<file path="config.mk">
export PLATFORM = sky130hd
export DESIGN_NAME = equiv_strobe_gen
export DESIGN_NICKNAME = d
export VERILOG_FILES = /design/src/rtl/etsg_pkg.sv /design/src/rtl/etsg_timebase.sv /design/src/rtl/etsg_record.sv /design/src/rtl/etsg_ctrl.sv /design/src/rtl/equiv_strobe_gen.sv
export SDC_FILE = /design/constraint.sdc
export NUM_CORES = 1
export LEC_CHECK = 0
export BUFFER_PORTS_ARGS = -buffer_cell sky130_fd_sc_hd__buf_2
export CAP_MARGIN = 10
export CORE_ASPECT_RATIO = 0.7
export CORE_MARGIN = 3
export CORE_UTILIZATION = 50
export CTS_CLUSTER_DIAMETER = 50
export DETAILED_ROUTE_END_ITERATION = 7
export PLACE_DENSITY = 0.66
export SYNTH_ARGS = -nofsm -noshare
export SYNTH_HDL_FRONTEND = slang
export SYNTH_SLANG_ARGS = --single-unit
</file>
<file path="constraint.sdc">
create_clock -name clk -period 2.3 [get_ports clk]
set_input_delay 0.115 -clock clk [delete_from_list [all_inputs] [get_ports clk]]
set_output_delay 0.115 -clock clk [all_outputs]
set_load 0.02 [all_outputs]
</file>
<file path="src/rtl/etsg_pkg.sv">
package etsg_pkg;
    typedef enum logic [1:0] {
        ST_IDLE = 2'd0,
        ST_ACQ  = 2'd1,
        ST_DONE = 2'd2
    } acq_state_e;
endpackage

</file>
<file path="src/rtl/etsg_timebase.sv">
module etsg_timebase #(
    parameter int STIM_PERIOD = 32,
    parameter int PULSE_W     = 8
) (
    input  logic clk,
    input  logic rst_n,
    input  logic clr,
    input  logic run,
    output logic stim_pulse,
    output logic stim_tc,
    output logic strobe
);
    localparam int STRB_PERIOD = STIM_PERIOD + 1;
    localparam int STIM_W      = $clog2(STIM_PERIOD);
    localparam int STRB_W      = $clog2(STRB_PERIOD);
    localparam logic [STIM_W-1:0] STIM_LAST = STIM_W'(STIM_PERIOD - 1);
    localparam logic [STIM_W-1:0] PULSE_END = STIM_W'(PULSE_W);
    localparam logic [STRB_W-1:0] STRB_LAST = STRB_W'(STRB_PERIOD - 1);

    logic [STIM_W-1:0] stim_cnt;
    logic [STRB_W-1:0] strb_cnt;

    always_ff @(posedge clk) begin
        if (!rst_n || clr) begin
            stim_cnt <= '0;
        end else if (run) begin
            stim_cnt <= (stim_cnt == STIM_LAST) ? '0 : stim_cnt + 1'b1;
        end
    end

    always_ff @(posedge clk) begin
        if (!rst_n || clr) begin
            strb_cnt <= '0;
        end else if (run) begin
            strb_cnt <= (strb_cnt == STRB_LAST) ? '0 : strb_cnt + 1'b1;
        end
    end

    assign stim_pulse = run && (stim_cnt < PULSE_END);
    assign stim_tc    = run && (stim_cnt == STIM_LAST);
    assign strobe     = run && (strb_cnt == '0);
endmodule

</file>
<file path="src/rtl/etsg_record.sv">
module etsg_record #(
    parameter int RECORD = 32,
    parameter int DATA_W = 8
) (
    input  logic                        clk,
    input  logic                        rst_n,
    input  logic                        clr,
    input  logic                        run,
    input  logic                        valid,
    input  logic [DATA_W-1:0]           data,
    input  logic [$clog2(RECORD)-1:0]   rd_addr,
    output logic [DATA_W-1:0]           rd_data,
    output logic                        last_wr
);
    localparam int ADDR_W = $clog2(RECORD);
    localparam int CNT_W  = $clog2(RECORD + 1);
    localparam logic [CNT_W-1:0] REC_LAST = CNT_W'(RECORD - 1);

    logic [DATA_W-1:0] mem [RECORD];
    logic [CNT_W-1:0]  wr_cnt;
    logic              we;

    assign we = run && valid && !clr;

    always_ff @(posedge clk) begin
        if (!rst_n || clr) begin
            wr_cnt <= '0;
        end else if (we) begin
            wr_cnt <= wr_cnt + 1'b1;
        end
    end

    always_ff @(posedge clk) begin
        if (we) begin
            mem[wr_cnt[ADDR_W-1:0]] <= data;
        end
    end

    assign rd_data = mem[rd_addr];
    assign last_wr = we && (wr_cnt == REC_LAST);
endmodule

</file>
<file path="src/rtl/etsg_ctrl.sv">
module etsg_ctrl
    import etsg_pkg::*;
#(
    parameter int RECORD = 32
) (
    input  logic clk,
    input  logic rst_n,
    input  logic start,
    input  logic strobe,
    input  logic last_wr,
    output logic run,
    output logic trig,
    output logic done
);
    localparam int CNT_W = $clog2(RECORD + 1);
    localparam logic [CNT_W-1:0] REC_N = CNT_W'(RECORD);

    acq_state_e       state, nxt;
    logic [CNT_W-1:0] trig_cnt;

    always_comb begin
        nxt = state;
        unique case (state)
            ST_IDLE: if (start) nxt = ST_ACQ;
            ST_ACQ: begin
                if (start)        nxt = ST_ACQ;
                else if (last_wr) nxt = ST_DONE;
            end
            ST_DONE: if (start) nxt = ST_ACQ;
            default: nxt = ST_IDLE;
        endcase
    end

    always_ff @(posedge clk) begin
        if (!rst_n) state <= ST_IDLE;
        else        state <= nxt;
    end

    always_ff @(posedge clk) begin
        if (!rst_n || start) begin
            trig_cnt <= '0;
        end else if (trig) begin
            trig_cnt <= trig_cnt + 1'b1;
        end
    end

    always_comb begin
        run  = (state == ST_ACQ);
        done = (state == ST_DONE);
        trig = run && strobe && (trig_cnt < REC_N);
    end
endmodule

</file>
<file path="src/rtl/equiv_strobe_gen.sv">
module equiv_strobe_gen #(
    parameter int STIM_PERIOD = 32,
    parameter int PULSE_W     = 8,
    parameter int RECORD      = 32,
    parameter int DATA_W      = 8
) (
    input  logic                      clk,
    input  logic                      rst_n,
    input  logic                      start,
    input  logic [DATA_W-1:0]         adc_data,
    input  logic                      adc_valid,
    input  logic [$clog2(RECORD)-1:0] rd_addr,
    output logic                      stim_pulse,
    output logic                      stim_tc,
    output logic                      strobe,
    output logic                      adc_trig,
    output logic                      done,
    output logic [DATA_W-1:0]         rd_data
);
    logic run;
    logic last_wr;

    etsg_ctrl #(.RECORD(RECORD)) u_ctrl (
        .clk(clk), .rst_n(rst_n), .start(start), .strobe(strobe),
        .last_wr(last_wr), .run(run), .trig(adc_trig), .done(done)
    );

    etsg_timebase #(.STIM_PERIOD(STIM_PERIOD), .PULSE_W(PULSE_W)) u_tb (
        .clk(clk), .rst_n(rst_n), .clr(start), .run(run),
        .stim_pulse(stim_pulse), .stim_tc(stim_tc), .strobe(strobe)
    );

    etsg_record #(.RECORD(RECORD), .DATA_W(DATA_W)) u_rec (
        .clk(clk), .rst_n(rst_n), .clr(start), .run(run),
        .valid(adc_valid), .data(adc_data), .rd_addr(rd_addr),
        .rd_data(rd_data), .last_wr(last_wr)
    );
endmodule

</file>
== Word level (Yosys, flattened, before mapping) ==
Memory sizes are Yosys's and may differ from the RTL's.
Cells that the tools add are included.

* Bits in writable memories: 256
* Bits in read-only memories: 0
* Memories: 1
* Output and inout bits: 13
* Register bits: 25
* Bits of input ports: 17
* Logic and storage cells: 42
* Bits in latches: 0

* Div/mod/pow operators: 0
* Bitwise operators: 0
* Order comparisons: 2
* $add $sub $neg: 4
* Shift operators: 0
* Reduce and logical (&&, ||, !) cells: 15
* Muxes and demuxes: 8
* Eq/ne operators: 7
* $mul: 0

{| class="wikitable"
|+ Memories
! name !! words !! bits a word !! read ports !! clocked after Yosys merged registers in !! write ports !! RTL line !! text
|-
| u_rec.mem || 32 || 8 || 1 || 0 || 1 || etsg_record.sv:19 || <nowiki>logic [DATA_W-1:0] mem [RECORD];</nowiki>
|}

{| class="wikitable"
|+ Operators by type and width
! cell !! number
|-
| adder 6 x 1 -> 6 bit, second input constant || 3
|-
| logical AND 1 bit || 8
|-
| equality test 6 x 5 -> 1 bit, second input constant || 1
|-
| equality test 6 bit, second input constant || 1
|-
| logical NOT 6 bit || 1
|-
| less-than comparator 6 bit, second input constant || 1
|-
| 2-to-1 mux 2 bit || 3
|-
| 2-to-1 mux 6 bit || 1
|-
| adder 5 x 1 -> 5 bit, second input constant || 1
|-
| equality test 5 bit, second input constant || 1
|-
| less-than comparator 5 x 4 -> 1 bit, second input constant || 1
|-
| 2-to-1 mux 5 bit || 1
|-
| one-hot mux 2 bit (2 select lines) || 1
|-
| inequality test 3 bit, second input constant || 1
|-
| equality test 2 x 1 -> 1 bit, second input constant || 1
|-
| equality test 2 bit, second input constant || 1
|-
| logical NOT 1 bit || 2
|-
| logical NOT 2 bit || 1
|-
| 2-to-1 mux 1 bit || 2
|-
| inequality test 2 x 1 -> 1 bit, second input constant || 1
|-
| AND reduction 2 bit || 1
|-
| OR reduction 2 bit || 1
|-
| logical OR 1 bit || 1
|}

== Longest topological paths before layout ==
Gate-level depths: netlist (run 1).

* Depth in word-level cells: 7
* Depth in mapped cells: 6
* Gate-level depth less buffers: 6

== By module ==
A second synthesis (run 1) with hierarchy kept.

* Cells, all modules: 546
* Area total of the unflattened synthesis: 11,115.7 µm²

{| class="wikitable"
|+ Modules (own cells, without submodules)
! module !! instances !! area an instance (µm²) !! seq. area each (µm²) !! cells an instance
|-
| etsg_record || 1 || 10,212.3 || 7,807.5 || 449
|-
| etsg_timebase || 1 || 541.8 || 220.2 || 57
|-
| etsg_ctrl || 1 || 361.6 || 160.2 || 40
|}

== Worst setup path before layout (run 1) ==
No wires, ideal clock.

* Path type: register -> register
* Start point: register u_tb.strb_cnt[0]
* End point: register u_ctrl.trig_cnt[1]
* Setup slack: 0.232 ns
* Data required time: 2.172 ns
* Clock period less this slack: 2.068 ns
* Data arrival time: 1.941 ns
* Path buffers: 0
* Setup time: 0.128 ns
* Stages on the path, launching flop included: 7
* Path through: dfxtp_1 > inv_1 > ha_1 > or4b_2 > nor4_4 > mux2i_1 > nor2_1

* Cells in the longest elaborated chain, start to end: 4

{| class="wikitable"
|+ Ends and longest elaborated chain
! item !! RTL line !! text
|-
| start: declaration || etsg_timebase.sv:21 || <nowiki>logic [STRB_W-1:0] strb_cnt;</nowiki>
|-
| start signal: assignment || etsg_timebase.sv:35 || <nowiki>strb_cnt <= (strb_cnt == STRB_LAST) ? '0 : strb_cnt + 1'b1;</nowiki>
|-
| logical NOT 6 bit || etsg_timebase.sv:41 || <nowiki>assign strobe = run && (strb_cnt == '0);</nowiki>
|-
| logical AND 1 bit || etsg_timebase.sv:41 ||
|-
| logical AND 1 bit (2 in series) || etsg_ctrl.sv:50 || <nowiki>trig = run && strobe && (trig_cnt < REC_N);</nowiki>
|-
| net adc_trig || equiv_strobe_gen.sv:16 || <nowiki>output logic adc_trig,</nowiki>
|-
| end signal: assignment || etsg_ctrl.sv:43 || <nowiki>trig_cnt <= trig_cnt + 1'b1;</nowiki>
|-
| end: declaration || etsg_ctrl.sv:19 || <nowiki>logic [CNT_W-1:0] trig_cnt;</nowiki>
|}

The timed path passes the listed nets, and every way through them passes these cells.
A chain may end at the register's enable or synchronous reset.

== Worst setup path after layout (run 1) ==
* Start point: memory u_rec.mem[31][7]
* End point: output rd_data[7]

* Cells in the longest elaborated chain, start to end: 1

{| class="wikitable"
|+ Ends and longest elaborated chain
! item !! RTL line !! text
|-
| start: declaration || etsg_record.sv:19 ||
|-
| memory (32 x 8 bit) || -- ||
|-
| end: declaration || equiv_strobe_gen.sv:18 || <nowiki>output logic [DATA_W-1:0] rd_data</nowiki>
|}

No other way between the ends.

==> results_dict.tcl, run 1 <==
set metrics [dict create \
    cts_tree "yes" \
    slew_headroom_pct 47.0 \
    setup_viol 8 \
    num-fill-cells 1506 \
    endpoint_kind "output pin" \
    r2r_start "u_ctrl.state[0]$_SDFFE_PN0P_" \
    portBuffers 29 \
    routed_wl_mm 23.0 \
    cts_buffer_depth 3 \
    ys.warnings.count 0 \
    violations "negative setup slack" \
    max_cap_violations 0 \
    synth_edf_count 256 \
    syn_area_um2 11100 \
    synth_ff_type "edfxtp_1" \
    grt_pass1_vias 5255 \
    ff2ff_setup_slack_ps 340 \
    drtAntennaViolNets 0 \
    rsz0062_at_grt "true" \
    yosys-top-cells-area "edfxtp_1 (69%), mux4_2 (16%), dfxtp_1 (4.5%)" \
    ir_drop_uv 632 \
    nets 650 \
    core.rowCount 44 \
    diodes 0 \
    area_growth_pct 15.2 \
    io_pins 30 \
    die_area_um2 24000 \
    die_w_um 184 \
    root_buffer "clkbuf_16" \
    htreeDepth 1 \
    fin_crit_sh_pct 110 \
    clk_pin_slew_worst_paths_ps 60 \
    wl_per_cell_um 25.1 \
    grt_antenna_before_repair 0 \
    cts_made_buffers 26 \
    drcViolationCount 0 \
    worst_pin_slew_ps 795 \
    vias 5411 \
    multi_input_area_um2 2770 \
    grt_util_all_layers_pct 19.8 \
    rr_worst_depth 5 \
    status "complete, but fails checks" \
    r2r_end "u_rec.mem[3][4]$_DFFE_PP_" \
    crit_arrival_ps 2420 \
    drive_gt1_share_pct 32.1 \
    worstHoldPathType "in -> reg" \
    yosysSeqAreaShare_pct 73.9 \
    core-area_um2 21300 \
    seq_area_um2 8190 \
    start_util_pct 52.2 \
    fin_util_pct 60.1 \
    whs_path_depth 1 \
    drt_iter0_markers 639 \
    synth.ff_latch_count 281 \
    drt_pre_antenna_iters 5 \
    yosysTopAreaCell "edfxtp_1" \
    slew_viol_final 0 \
    grt_max_degree 53 \
    final_common_cell "edfxtp_1" \
    leakagePower_nw 4.20 \
    finalWorstSetupSlack_ps -233 \
    hold_end "u_rec.mem[31][3]$_DFFE_PP_" \
    dp_hpwl_mm 14.7 \
    p_per_area_nw_per_um2 799 \
    synth.top_cell.area_share_pct 69.3 \
    fp.dieH_um 131 \
    avgSynthCellArea_um2 20.2 \
    grt_pass1_wl_mm 34.4 \
    synth_nets 575 \
    period_needed_ps 2530 \
    path_max_fanout 1 \
    synthArstFlopShare_pct 0 \
    critPathRequiredTime_ps 2180 \
    cts.sinks 281 \
    max_freq_ghz 0.395 \
    vias_per_cell 5.88 \
    skew_ps 27.5 \
    gp_congestion 0.807 \
    hold_viol 0 \
    final_cell_mix "edfxtp_1 (256), mux4_2 (80), nor2_1 (52), buf_4 (41), clkbuf_16 (26)" \
    synthCells 549 \
    cp-start-kind "register" \
    hold_start "adc_data[3]" \
    critPathKind "reg -> out" \
    final.setup.tns_ps -1620 \
    insertion_delay_ps 550 \
    overflow 0 \
    ys_types 39 \
    fin_hold_ws_ps 123 \
]
## critical path: stages (launching register included)
cell	delay (ps)
edfxtp_1	380
mux4_2	550
mux4_2	510
mux2_4	280
buf_6	130
## cell type report
cell class / count / share of cell area [%]
clock buffers: 39 / 5.87
clock inverters: 9 / 0.549
inverters: 7 / 0.206
multi-input cells: 233 / 21.7
flip-flops and latches: 281 / 64.1
well taps: 276 / 2.71
repair buffers: 75 / 4.80
## power by group
part / internal, W / leakage [nW] / switching (W)
clock network: 0.00227 / 0.408 / 0.00180
registers: 0.00557 / 2.50 / 0.00000607
logic: 0.000255 / 1.29 / 0.000307
total: 0.00809 / 4.20 / 0.00211
## cells by family after synthesis
logic type	after synthesis	synth area share (%)
mux	89	17.2
simple gates	105	4.53
fa+ha+maj	9	1.02
xor+xnor	10	0.790
buf+inv	35	1.47
flops	281	73.9
compound gates	20	1.19
## through the flow
step | worst slack [ps] | instances | total power (W) | instance area (um2)
CTS | -242 | 920 | 0.0103 | 12800
detailed placement | 97.9 | 869 | 0.00621 | 11800
floorplan | 232 | 549 | 0.00600 | 11100
global placement | 99.8 | 869 | 0.00620 | 11800
global route | -278 | 920 | 0.0105 | 12800
finish | -233 | 920 | 0.0102 | 12800
## synth_stat cells, types with 2 or more instances
master and number:
edfxtp_1 256, mux4_2 80, nor2_1 52, dfxtp_1 25
nand2_1 19, buf_1 10, clkbuf_1 10, a21oi_1 9
ha_1 9, mux2_2 8, xor2_1 8, inv_1 7
buf_4 6, and3_1 5, nand4_1 5, nor3_1 5
nand3_1 4, nand3b_1 3, a211o_1 2, a21o_1 2
nand2b_1 2, nor2b_1 2, o21ai_0 2, or3b_2 2
xnor2_1 2
## repair_timing
item / CTS / global route
endpoints found under the setup margin: 10 / 9
resized for setup: 27 / 0
pin swaps: 1 / 1
cloned: 0 / 0
buffers inserted: 1 / 0
hold endpoints to repair: 1 / 0
hold buffers: 2 / 0
## state kept, by name, summed over array words and instances (netlist names)
register / count
u_ctrl.trig_cnt: 6
u_tb.stim_cnt: 5
u_rec.wr_cnt: 6
u_ctrl.state: 2
u_tb.strb_cnt: 6
u_rec.mem: 256
## per-layer routing
layer / global-route usage [%] / vias to the layer above / part of all wire, %
li1: - / 2370 / -
met4: 3.86 / 0 / 1.2
met3: 4.93 / 24 / 8.4
met2: 28.2 / 190 / 44
met1: 31.5 / 2827 / 46
met5: 0 / - / 0
## how the worst max path moves through the flow
| stage | startpoint | end | cells after the start |
|---|---|---|---|
| after CTS | u_rec.mem[31][7]$_DFFE_PP_ | rd_data[7] | 4 |
| after detailed placement | rd_addr[1] | rd_data[6] | 6 |
| after floorplan | u_tb.strb_cnt[0]$_SDFFE_PP0P_ | u_ctrl.trig_cnt[1]$_SDFFE_PP0P_ | 6 |
| final | u_rec.mem[31][7]$_DFFE_PP_ | rd_data[7] | 4 |
| after global routing | u_rec.mem[31][7]$_DFFE_PP_ | rd_data[7] | 4 |
| after global placement | rd_addr[1] | rd_data[5] | 6 |
(Power assumes the default switching activity.)
==> run 2, diff against run 1 <==
--- a/config.mk
+++ b/config.mk
@@ -12,7 +12,7 @@
 export CORE_UTILIZATION = 50
 export CTS_CLUSTER_DIAMETER = 50
 export DETAILED_ROUTE_END_ITERATION = 7
-export PLACE_DENSITY = 0.66
+export PLACE_DENSITY = 0.69
 export SYNTH_ARGS = -nofsm -noshare
 export SYNTH_HDL_FRONTEND = slang
 export SYNTH_SLANG_ARGS = --single-unit
==> constraint.sdc (replaced) <==
create_clock -name clk -period 2.1 [get_ports clk]
set_input_delay 0.105 -clock clk [delete_from_list [all_inputs] [get_ports clk]]
set_output_delay 0.105 -clock clk [all_outputs]
set_load 0.02 [all_outputs]
==> results_dict.tcl, run 2 (synthesis gave the netlist of run 1 again) <==
set metrics [dict create \
    period_needed_ps 2520 \
    start_util_pct 52.2 \
    p_total_w 0.0117 \
    max_cap_violations 0 \
    endpoint "rd_data[4]" \
    vias 5492 \
    io_pins 30 \
    p_per_area_nw_per_um2 908 \
    dpl_worst_slack_ps -124 \
    setup_viol 8 \
    drt_pre_antenna_iters 5 \
    die_area_um2 24000 \
    cts.sinks 281 \
    slew_headroom_pct 44.1 \
    rsz0062_at_grt "true" \
    area_growth_pct 16.4 \
    grt_pass1_wl_mm 34.9 \
    ff2ff_setup_slack_ps 200 \
    fin_hold_ws_ps 149 \
    core.rowCount 44 \
    crit_arrival_ps 2420 \
    root_buffer "clkbuf_16" \
    wl_per_cell_um 25.3 \
    dp_hpwl_mm 15.0 \
    grt_antenna_before_repair 0 \
    final_common_cell "edfxtp_1" \
    grt_max_degree 33 \
    diodes 0 \
    drtAntennaViolNets 0 \
    nets 653 \
    overflow 0 \
    multi_input_area_um2 2790 \
    path_max_fanout 1 \
    num-fill-cells 1467 \
    drt_iter0_markers 490 \
    ir_drop_uv 652 \
    max_freq_ghz 0.396 \
    seq_area_um2 8190 \
    grt_util_all_layers_pct 19.9 \
    critPathKind "reg -> out" \
    cp-start-kind "register" \
    endpoint_kind "output pin" \
    skew_ps 8.81 \
    r2r_start "u_ctrl.state[0]$_SDFFE_PN0P_" \
    final.setup.tns_ps -3040 \
    finalWorstSetupSlack_ps -424 \
    worstHoldPathType "in -> reg" \
    htreeDepth 1 \
    grt_pass1_vias 5505 \
    fin_crit_sh_pct 120 \
    insertion_delay_ps 510 \
    cts_made_buffers 27 \
    hold_viol 0 \
    fp.dieH_um 131 \
    cts_tree "yes" \
    portBuffers 29 \
    critPathRequiredTime_ps 2000 \
    drive_gt1_share_pct 33.2 \
    routed_wl_mm 23.3 \
    violations "negative setup slack" \
    cts_buffer_depth 3 \
    gp_congestion 0.809 \
    cp-startpoint "u_rec.mem[4][4]$_DFFE_PP_" \
    final_cell_mix "edfxtp_1 (256), mux4_2 (80), nor2_1 (52), buf_4 (42), clkbuf_16 (27)" \
    drcViolationCount 0 \
    status "complete, but fails checks" \
    whs_path_depth 1 \
    rr_worst_depth 5 \
    vias_per_cell 5.95 \
    largest_reg_flops 256 \
    r2r_end "u_rec.mem[0][2]$_DFFE_PP_" \
    core-area_um2 21300 \
    leakagePower_nw 4.24 \
    die_w_um 184 \
    clk_pin_slew_worst_paths_ps 60 \
    worst_pin_slew_ps 838 \
    slew_viol_final 0 \
]
## run 2: where the power goes
| part | internal, W | switching (W) | total [W] |
|---|---|---|---|
| logic | 0.000289 | 0.000345 | 0.000635 |
| clock network | 0.00298 | 0.00200 | 0.00498 |
| registers | 0.00610 | 0.00000708 | 0.00611 |
| total | 0.00937 | 0.00235 | 0.0117 |
## run 2: through the flow
step                std cells  utilization (%)  area, um2
finish                    923             60.7      12900
floorplan                 549                -      11100
CTS                       923             60.7      12900
global placement          871             55.7      11800
global route              923             60.7      12900
detailed placement        871             55.7      11800
## run 2: critical path, stage by stage, from the launching register on
cell and delay [ps]:
edfxtp_1 370, mux4_2 560, mux4_2 520, mux2_4 310, buf_6 130
## run 2: how the worst min path moves through the flow
stage / slack [ps] / to / from
2_1_floorplan: 200 / u_rec.mem[0][0]$_DFFE_PP_ / adc_data[0]
3_3_place_gp: 350 / u_ctrl.state[0]$_SDFFE_PN0P_ / rst_n
3_5_place_dp: 360 / u_ctrl.state[0]$_SDFFE_PN0P_ / rst_n
4_1_cts: 120 / u_rec.mem[11][3]$_DFFE_PP_ / adc_data[3]
5_1_grt: 150 / u_rec.mem[23][3]$_DFFE_PP_ / adc_data[3]
6_report: 150 / u_rec.mem[20][3]$_DFFE_PP_ / adc_data[3]
## run 2: routing by layer
| layer | wire, um | share of wire [%] | up-vias | GRT usage, % |
|---|---|---|---|---|
| li1 | - | - | 2379 | - |
| met1 | 9820 | 42 | 2870 | 29.0 |
| met2 | 10700 | 46 | 208 | 30.6 |
| met3 | 2350 | 10 | 35 | 5.56 |
| met4 | 447 | 1.9 | 0 | 4.53 |
| met5 | 0 | 0 | - | 0 |
## run 2: layout make-up
cell class | instances | share of cell area [%]
clock buffer | 30 | 5.32
inverter | 7 | 0.204
sequential | 281 | 63.5
clock inverter | 19 | 1.82
tap | 276 | 2.68
timing repair buffer | 77 | 4.94
multi-input combinational | 233 | 21.6
## run 2: what timing repair did
item	in CTS	in global routing
resized for setup	29	7
buffers inserted	1	0
hold endpoints to repair	1	0
cloned	0	0
hold buffers	2	0
endpoints found under the setup margin	10	19
pin swaps	0	0
==> run 3, diff against run 2 <==
--- a/config.mk
+++ b/config.mk
@@ -9,10 +9,12 @@
 export CAP_MARGIN = 10
 export CORE_ASPECT_RATIO = 0.7
 export CORE_MARGIN = 3
-export CORE_UTILIZATION = 50
+export CORE_UTILIZATION = 47
 export CTS_CLUSTER_DIAMETER = 50
 export DETAILED_ROUTE_END_ITERATION = 7
-export PLACE_DENSITY = 0.69
+export PLACE_DENSITY = 0.65
+export SKIP_LAST_GASP = 1
 export SYNTH_ARGS = -nofsm -noshare
 export SYNTH_HDL_FRONTEND = slang
+export SYNTH_HIERARCHICAL = 1
 export SYNTH_SLANG_ARGS = --single-unit
==> results_dict.tcl, run 3 <==
set metrics [dict create \
    status "complete, but fails checks" \
    violations "negative setup slack" \
    synth_most_common_cell "edfxtp_1" \
    vias_per_cell 5.76 \
    worstHoldPathType "in -> reg" \
    ff2ff_setup_slack_ps 50 \
    slew_viol_final 0 \
    grt_max_degree 33 \
    combinationalPowerShare_pct 5.7 \
    portBuffers 29 \
    drcViolationCount 0 \
    yosysTopAreaCell "edfxtp_1" \
    crit_slowest_cell "mux4_2" \
    p_per_area_nw_per_um2 873 \
    hold_viol 0 \
    synth.top_cell.area_share_pct 69.2 \
    leakagePower_nw 4.27 \
    grt_antenna_before_repair 0 \
    largest_reg_flops 256 \
    root_buffer "clkbuf_16" \
    drt_pre_antenna_iters 5 \
    setup_viol 10 \
    synth_nets 572 \
    gp_congestion 0.764 \
    fin_util_pct 56.9 \
    multi_input_area_um2 2840 \
    cts_buffer_depth 3 \
    crit_arrival_ps 2400 \
    drt_iter0_markers 532 \
    grt_pass1_wl_mm 36.1 \
    die_area_um2 25600 \
    synth_edf_count 256 \
    r2r_start "u_tb/strb_cnt[0]$_SDFFE_PP0P_" \
    synthArstFlopShare_pct 0 \
    ys.warnings.count 6 \
    slew_headroom_pct 56.8 \
    max_freq_ghz 0.400 \
    rr_worst_depth 8 \
    path_common_cell "mux4_2" \
    hold_end "u_rec/mem[8][7]$_DFFE_PP_" \
    hold_start "adc_data[7]" \
    grt_util_all_layers_pct 19.2 \
    synth.ff_latch_count 281 \
    drive_gt1_share_pct 34.6 \
    core-area_um2 23000 \
    placed_area_um2 12000 \
    path_buf_inv 1 \
    seqPwrFrac_pct 53.6 \
    switching_share_pct 21.3 \
    synth_ff_type "edfxtp_1" \
    period_needed_ps 2500 \
    max_cap_violations 0 \
    r2r_end "u_ctrl/trig_cnt[3]$_SDFFE_PP0P_" \
    cp-start-kind "register" \
    yosys-top-cells-count "edfxtp_1 (256), mux4_2 (80), nor2_1 (45)" \
    whs_path_depth 1 \
    vias 5600 \
    die_w_um 190 \
    path_max_fanout 1 \
    skew_ps 17.4 \
    final_cell_mix "edfxtp_1 (256), mux4_2 (80), buf_4 (46), nor2_1 (45), clkbuf_16 (29)" \
    fin_crit_sh_pct 119 \
    insertion_delay_ps 530 \
    clk_pin_slew_worst_paths_ps 70 \
    synthCells 546 \
    diodes 0 \
    fin_hold_ws_ps 114 \
    cts.sinks 281 \
    dp_hpwl_mm 15.4 \
    rsz0062_at_grt "true" \
    avgSynthCellArea_um2 20.4 \
    final_common_cell "edfxtp_1" \
    yosysSeqAreaShare_pct 73.7 \
    area_growth_pct 17.5 \
    routed_wl_mm 24.0 \
    critPathKind "reg -> out" \
    wl_per_cell_um 24.7 \
    num-fill-cells 1686 \
    design_area_um2 13100 \
    worst_pin_slew_ps 647 \
    start_util_pct 48.4 \
    critPathTopFamily "multiplexers" \
    seq_area_um2 8190 \
    cts_made_buffers 28 \
    internal-power_w 0.00897 \
    yosys-top-cells-area "edfxtp_1 (69%), mux4_2 (16%), dfxtp_1 (4.5%)" \
    grt_pass1_vias 5651 \
    clkPwrFrac_pct 40.7 \
    htreeDepth 1 \
    overflow 0 \
    drtAntennaViolNets 0 \
    ir_drop_uv 620 \
    nets 665 \
    worstPathCellList "mux4_2 > mux4_2 > mux2_4 > buf_6" \
    syn_area_um2 11100 \
    critPathRequiredTime_ps 2000 \
    ys_types 42 \
    p_sw_w 0.00243 \
    endpoint_kind "output pin" \
    core.rowCount 46 \
    fp.dieH_um 135 \
    io_pins 30 \
    cts_tree "yes" \
    slowest_delay_ps 540 \
    finalWorstSetupSlack_ps -402 \
]
==> run 3: what timing repair did <==
action                                  CTS  global route
hold endpoints to repair                 10             0
pin swaps                                 4             4
endpoints found under the setup margin   11            13
gates resized for setup                  23            12
hold buffers                              3             0
setup buffers                             7             0
==> run 3: cells by family after synthesis <==
kind of cell	after synthesis	synth area share (%)
DFF	281	73.7
and+or+nand+nor	100	4.63
muxes	92	17.4
buffers and inverters	33	1.41
AOI/OAI and AO/OA	23	1.28
adders and majority gates	9	1.01
xor gates and xnor gates	8	0.630
==> run 3: routing by layer <==
| metal | global-route usage (%) | vias up | routed length (um) | part of all wire (%) |
|---|---|---|---|---|
| met4 | 3.61 | 0 | 369 | 1.5 |
| met3 | 4.36 | 29 | 1770 | 7.4 |
| met1 | 30.2 | 2962 | 11200 | 47 |
| met5 | 0 | - | 0 | 0 |
| li1 | - | 2413 | - | - |
| met2 | 28.1 | 196 | 10700 | 44 |
==> run 3: layout make-up <==
cell class | instances | area share (%)
clock buffers | 35 | 5.73
flip-flops and latches | 281 | 62.7
well taps | 312 | 2.99
multi-input cells | 232 | 21.7
inverters | 10 | 0.287
repair buffers | 86 | 5.69
clock inverters | 17 | 0.824
==> run 3: worst reg2reg max path, cell delays in order (launching register included) <==
cell	delay [ps]
dfxtp_2	320
inv_2	60
ha_4	120
or4b_4	480
nor3b_4	260
nand4bb_4	150
buf_6	150
or3_1	310
a21oi_1	130
==> run 3: worst max path at each step <==
stage                                              from                         endpoint  slack, ps  depth (start not counted)
final                        u_rec/mem[14][5]$_DFFE_PP_                       rd_data[5]       -400                          4
after CTS                    u_rec/mem[14][5]$_DFFE_PP_                       rd_data[5]       -420                          4
after floorplan           u_tb/strb_cnt[0]$_SDFFE_PP0P_  u_ctrl/trig_cnt[4]$_SDFFE_PP0P_         10                          7
after global placement                       rd_addr[1]                       rd_data[5]        -40                          6
after global routing         u_rec/mem[14][5]$_DFFE_PP_                       rd_data[5]       -440                          4
after detailed placement                     rd_addr[1]                       rd_data[3]        -60                          6
==> run 3: power groups by stage <==
| stage | Combinational, W | Sequential, W | Clock [W] |
|---|---|---|---|
| 6_report | 0.000649 | 0.00611 | 0.00464 |
| 3_3_place_gp | 0.000593 | 0.00623 | 0 |
| 3_5_place_dp | 0.000605 | 0.00623 | 0 |
| 5_1_grt | 0.000694 | 0.00610 | 0.00496 |
| 4_1_cts | 0.000645 | 0.00611 | 0.00474 |
| 2_1_floorplan | 0.000344 | 0.00623 | 0 |
==> run 3: through the flow <==
step	power, W	setup TNS (ps)	setup WS, ps	std cells
after detailed placement	0.00683	-270	-55.2	912
final	0.0114	-3020	-402	973
after CTS	0.0115	-3450	-417	973
after global placement	0.00682	-213	-37.8	912
after floorplan	0.00657	0	14.1	546
after global routing	0.0118	-3740	-441	973
